--- config.mk ---
export PLATFORM = sky130hd
export DESIGN_NAME = pixel_byte_clkdiv
export DESIGN_NICKNAME = d
export VERILOG_FILES = /design/src/rtl/pixel_byte_clkdiv.sv
export SDC_FILE = /design/constraint.sdc
export NUM_CORES = 1
export LEC_CHECK = 0
export BUFFER_PORTS_ARGS = -buffer_cell sky130_fd_sc_hd__buf_2
export CORE_UTILIZATION = 45
export CTS_CLUSTER_DIAMETER = 100
export DETAILED_ROUTE_END_ITERATION = 10
export PLACE_DENSITY = 0.72
export SYNTH_ARGS = -nofsm -noshare
export SYNTH_HDL_FRONTEND = slang
export SYNTH_SLANG_ARGS = --single-unit
--- constraint.sdc ---
create_clock -name clk -period 4.9 [get_ports clk]
set_input_delay 0.49 -clock clk [delete_from_list [all_inputs] [get_ports clk]]
set_output_delay 0.49 -clock clk [all_outputs]
set_load 0.02 [all_outputs]
--- src/rtl/pixel_byte_clkdiv.sv ---
`timescale 1ns/1ps
module pixel_byte_clkdiv #(
  parameter int DIV_W = 4,
  parameter int PWR_W = 2
) (
  input  logic               clk,
  input  logic               rst_n,
  input  logic               gate_en,
  input  logic [PWR_W-1:0]   pre_code,
  input  logic [2*DIV_W-1:0] div_cfg,
  input  logic [1:0]         pix_src,
  output logic               byte_stb,
  output logic               pix_stb
);
  localparam int PRE_CW = (1 << PWR_W) - 1;

  logic              live;
  logic [PRE_CW-1:0] c_pre;
  logic [DIV_W-1:0]  c_bit, c_pix;
  logic [2:0]        c_byte;
  logic              c_half;
  logic [1:0]        c_qtr;

  logic [PRE_CW:0]   pre_ratio;
  logic [PRE_CW-1:0] pre_load;
  logic [DIV_W-1:0]  bit_n, pix_n, bit_load, pix_load;
  logic s_pre, s_bit, s_byte, s_half, s_qtr, s_mux, s_pix;

  assign pre_ratio = (PRE_CW+1)'(1) << pre_code;
  assign pre_load  = pre_ratio[PRE_CW-1:0] - PRE_CW'(1);
  assign bit_n     = div_cfg[DIV_W-1:0];
  assign pix_n     = div_cfg[2*DIV_W-1:DIV_W];
  assign bit_load  = (bit_n == '0) ? '0 : bit_n - DIV_W'(1);
  assign pix_load  = (pix_n == '0) ? '0 : pix_n - DIV_W'(1);

  assign s_pre  = live  && (c_pre  == '0);
  assign s_bit  = s_pre && (c_bit  == '0);
  assign s_byte = s_bit && (c_byte == '0);
  assign s_half = s_bit && !c_half;
  assign s_qtr  = s_pre && (c_qtr  == '0);

  always_comb begin
    case (pix_src)
      2'd0:    s_mux = s_bit;
      2'd1:    s_mux = s_half;
      2'd2:    s_mux = s_pre;
      default: s_mux = s_qtr;
    endcase
  end

  assign s_pix    = s_mux && (c_pix == '0);
  assign byte_stb = gate_en && s_byte;
  assign pix_stb  = gate_en && s_pix;

  always_ff @(posedge clk or negedge rst_n) begin
    if (!rst_n) begin
      live   <= 1'b0;
      c_pre  <= '0;
      c_bit  <= '0;
      c_byte <= '0;
      c_half <= 1'b0;
      c_qtr  <= '0;
      c_pix  <= '0;
    end else begin
      live <= 1'b1;
      if (live)  c_pre <= (c_pre == '0) ? pre_load : c_pre - PRE_CW'(1);
      if (s_pre) c_bit <= (c_bit == '0) ? bit_load : c_bit - DIV_W'(1);
      if (s_pre) c_qtr <= c_qtr - 2'd1;
      if (s_bit) begin
        c_byte <= c_byte - 3'd1;
        c_half <= ~c_half;
      end
      if (s_mux) c_pix <= (c_pix == '0) ? pix_load : c_pix - DIV_W'(1);
    end
  end

  p_gate_quiet_r6: assert property (@(posedge clk) disable iff (!rst_n)
    !gate_en |-> (!byte_stb && !pix_stb));

  p_byte_single_r8: assert property (@(posedge clk) disable iff (!rst_n)
    byte_stb |=> !byte_stb);

  p_byte_on_bit_r3: assert property (@(posedge clk) disable iff (!rst_n)
    byte_stb |-> s_bit);

  p_pix_on_src_r5: assert property (@(posedge clk) disable iff (!rst_n)
    pix_stb |-> s_mux);

  p_bit_hold_r7: assert property (@(posedge clk) disable iff (!rst_n)
    !s_pre |=> $stable(c_bit));

  p_pix_hold_r7: assert property (@(posedge clk) disable iff (!rst_n)
    !s_mux |=> $stable(c_pix));

  p_first_quiet_r8: assert property (@(posedge clk) disable iff (!rst_n)
    !live |-> (!byte_stb && !pix_stb));
endmodule

# Yosys cells after proc, flatten, opt, wreduce, memory -nomap -nowiden
# Cells that the tools add are included.
# W data, S select, Z words.
[word_totals]
ff_bits = 18
latchBits = 0
ram_bits = 0
rom_bits = 0
input_bits = 15
elab_cells = 42
mem_count = 0
[op_classes]
n_addsub = 8
multipliers = 0
div_mod_pow = 0
magnitude_cmp = 0
eq_ne = 2
shifts = 1
n_mux = 6
bitwise_logic = 1
n_reduce_logical = 17
[ops]
columns = ["op", "n"]
rows = [
  ["$logic_not A4 Y1", 4],
  ["$mux W4", 4],
  ["$sub A4 B1 Y4 const B", 4],
  ["$sub A3 B1 Y3 const B", 3],
  ["$logic_and A1 B1 Y1", 8],
  ["$logic_not A3 Y1", 2],
  ["$logic_not A2 Y1", 2],
  ["$mux W3", 1],
  ["$pmux W1 S3", 1],
  ["$shl A1 B2 Y3 const A", 1],
  ["$eq A2 B1 Y1 const B", 1],
  ["$eq A2 B2 Y1 const B", 1],
  ["$sub A2 B1 Y2 const B", 1],
  ["$logic_not A1 Y1", 1],
  ["$not A1 Y1", 1],
]

# Depth between registers and ports, before layout
[depth]
word_depth = 7
depth_mapped = 7
ltp_nobuf = 6

# Least setup slack after synthesis
# OpenSTA, ideal clock, no wires.
[synth_path]
kind = "register -> output"
from = "reg c_bit[0]"
to = "out pix_stb"
arrival_ns = 1.901
required_ns = 4.410
slack_ns = 2.509
stages_incl_launch_ff = 6
path_buffers = 0
cell_sequence = "dfrtp_1 -> inv_1 -> ha_1 -> nor3b_1 -> o2111ai_1 -> nor3_1"
[synth_between]
elab_chain_len = 6
[synth_lines]
columns = ["element", "line_no", "source"]
rows = [
  ["start, declared", "19", "logic [DIV_W-1:0] c_bit, c_pix;"],
  ["start signal, assigned", "67", "if (s_pre) c_bit <= (c_bit == '0) ? bit_load : c_bit - DIV_W'(1);"],
  ["$logic_not A4 Y1 (*)", "37", "assign s_bit = s_pre && (c_bit == '0);"],
  ["$logic_and A1 B1 Y1 (*)", "37", ""],
  ["$logic_and A1 B1 Y1", "39", "assign s_half = s_bit && !c_half;"],
  ["$pmux W1 S3 (*)", "43", "case (pix_src)"],
  ["$logic_and A1 B1 Y1 (*)", "51", "assign s_pix = s_mux && (c_pix == '0);"],
  ["$logic_and A1 B1 Y1 (*)", "53", "assign pix_stb = gate_en && s_pix;"],
  ["end, declared", "13", "output logic pix_stb"],
]
# Every way passes the cells marked *; elsewhere a longest branch is shown, timed or not.

# Final worst setup path
# Ends and elaborated chain as after synthesis.

==> metrics.yaml <==
outcome:
  status: "completed"
timing:
  setup_viol: 0
  timing.hold.ws_ns: 0.121
  tightest_slew_ns: 0.586
  rsz0062_at_grt: "false"
  drv_slew: 0
  tns_ns: 0
  maxSlewHeadroom_pct: 60.8
  skew_ns: 0.00162
  fmax_ghz: 0.355
  hold_violations: 0
  fin_crit_sh_pct: 57.5
  layout_min_cycle_time_ns: 2.82
placed_design:
  hpwlAfterDp_um: 1640
  io_buffer_count: 16
  gp_congestion: 0.793
global_route:
  grt_max_degree: 19
  grt_use_met1_pct: 19.8
  grt_use_met2_pct: 32.0
  top_usage_layer: "met2"
  grt_pass1_wl_um: 3450
  track_usage_pct: 17.7
  grt_pass1_vias: 859
  grt_antenna_before_repair: 0
  use_met3_pct: 3.80
  grt-ovfl-total: 0
detailed_routing:
  vias_per_cell: 5.52
  dr.pass1.iters: 4
  ant_nets: 0
  wl_um: 2040
  initialDrtViolationCount: 12
  drc_errors: 0
  wire_per_inst_um: 12.4
  vias: 906
cts:
  cts-hold-fix-buffers: 0
  cts.sinks: 18
  htree_num_levels: 1
  clk_path_buf_depth: 2
  clk_pin_slew_ns: 0.10
  numCtsBuffers: 3
  clockRootBuffer: "clkbuf_4"
  insertion_delay_ns: 0.28
  postCtsSetupBuffers: 0
  cts_tree: "yes"
  cts_resized: 0
die:
  coreArea_sq_um: 2280
  rows: 17
  die_h_um: 51.6
  die-area_sq_um: 2660
  ios: 17
  start_util_pct: 48.7
  die_w_um: 51.6
critical_path:
  crit_fanout: 7
  cp_slowest_cell: "nor3b_1"
  crit_type: "flip-flop to output pin"
  slowest_delay_ns: 0.52
  critPathLaunchType: "flip-flop"
  cp-end-kind: "output pin"
  cp_cell_sequence: "inv_1 -> ha_1 -> nor3b_1 -> o2111ai_1 -> nor3_1 -> buf_2"
  cp.arrival_ns: 2.33
  required_ns: 4.41
final_layout:
  syn_to_final_growth_pct: 13.3
  final_common_cell: "dfrtp_1"
  fillers: 221
  drive_above_1_share_pct: 19.9
  layout_common_cells: "dfrtp_1 (18), buf_2 (16), inv_1 (13), nor2_1 (10), o21ai_0 (8)"
  antenna_cells: 0
  fin_nets: 159
synthesis:
  synth.avg_cell_area_sq_um: 9.46
  syn_area_sq_um: 1110
  synth_edf_count: 0
  post-synth-top-area-cell: "dfrtp_1"
  async_flop_share_pct: 100
  syn-instance-count: 117
  yosysUniqueCellTypes: 40
  synth_top_area_share_pct: 40.7
  synth-main-ff-cell: "dfrtp_1"
  seq_area_frac_synth_pct: 40.7
  ys_warn_count: 0
  synthTopCellsByArea: "dfrtp_1 (41%), ha_1 (7.9%), inv_1 (4.4%), o21ai_0 (3.6%), nor2_1 (3.4%)"
  ys_seq_elements: 18
  synth_nets: 139
flow_run:
  maxCapViolations: 0
pwr:
  vdd_drop_max_uv: 314
  p_leak_nw: 0.589
  power_density_nw_per_um2: 499
hold_path:
  hold_path.class: "primary input to async pin"
registers in the layout (all words and copies together) (netlist names):
| register | count |
|---|---|
| c_bit | 4 |
| c_half | 1 |
| c_pre | 3 |
| c_byte | 3 |
| c_qtr | 2 |
| live | 1 |
| c_pix | 4 |
worst max-delay path, delay by kind of cell (launching register included):
family / cells / cell delay [ns]
AOI/OAI and AO/OA: 1 / 0.35
and+or+nand+nor: 2 / 0.78
adders and majority gates: 1 / 0.20
DFF: 1 / 0.41
buffers and inverters: 2 / 0.30
power breakdown:
group	switching (W)	leakage (nW)	internal (W)
Sequential	0.0000594	0.221	0.000215
Combinational	0.000137	0.347	0.000125
Clock	0.0000449	0.0210	0.0000452
Total	0.000241	0.589	0.000385
cell families after synthesis:
logic type | synth area share [%]
AND/OR/NAND/NOR | 21.5
multiplexers | 3.84
AO/OA/AOI/OAI | 17.1
other | 0.339
buffers and inverters | 4.75
adder cells (fa/ha/maj) | 7.91
XOR/XNOR | 3.96
flip-flops | 40.7
metal layers:
metal  vias to the layer above  routed length (um)
met5                         -                   0
met3                         2                  58
li1                        458                   -
met2                        14                1060
met4                         0                  16
met1                       432                 906
path summary, 6_finish.rpt:
path / end / from / cells after the start / slack [ns]
max reg2reg: c_pix[2]$_DFFE_PN0P_ / c_bit[0]$_DFFE_PN0P_ / 6 / 2.65
min in group clk: c_byte[2]$_DFFE_PN0N_ / c_byte[2]$_DFFE_PN0N_ / 1 / 0.47
max: pix_stb / c_bit[0]$_DFFE_PN0P_ / 6 / 2.08
max in group asynchronous: c_pix[1]$_DFFE_PN0P_ / rst_n / 1 / 4.49
min: c_qtr[1]$_DFFE_PN0P_ / rst_n / 1 / 0.12
min reg2reg: c_byte[2]$_DFFE_PN0N_ / c_byte[2]$_DFFE_PN0N_ / 1 / 0.47
synthesized netlist by cell type (2+ instances only):
cell type  count
ha_1           7
xor2_1         2
dfrtp_1       18
o21ai_0        8
nor3_1         6
inv_1         13
nand2_1        7
nor2b_1        3
and2_1         2
nor2_1        10
mux2i_1        2
xnor2_1        3
a21oi_1        5
mux2_2         2
nand3b_1       2
a31oi_1        2
a21o_1         2
metrics by stage:
stage / util, % / setup WS [ns] / instances / power (W) / cell area, sq um
6_report: 55.1 / 2.08 / 164 / 0.000626 / 1250
5_1_grt: 55.1 / 1.87 / 164 / 0.000687 / 1250
4_1_cts: 55.1 / 2.05 / 164 / 0.000635 / 1250
3_5_place_dp: 53.5 / 2.40 / 160 / 0.000541 / 1220
3_3_place_gp: 53.5 / 2.49 / 160 / 0.000522 / 1220
2_1_floorplan: - / 2.51 / 117 / 0.000469 / 1110
cell type report:
| type | instances | area (sq um) | share of cell area, % |
|---|---|---|---|
| multi-input cells | 85 | 604 | 48.2 |
| flip-flops and latches | 18 | 450 | 35.9 |
| repair buffers | 16 | 80.1 | 6.38 |
| inverters | 13 | 48.8 | 3.89 |
| clock buffers | 4 | 36.3 | 2.89 |
| well taps | 28 | 35.0 | 2.79 |
(Power assumes the default switching activity.)
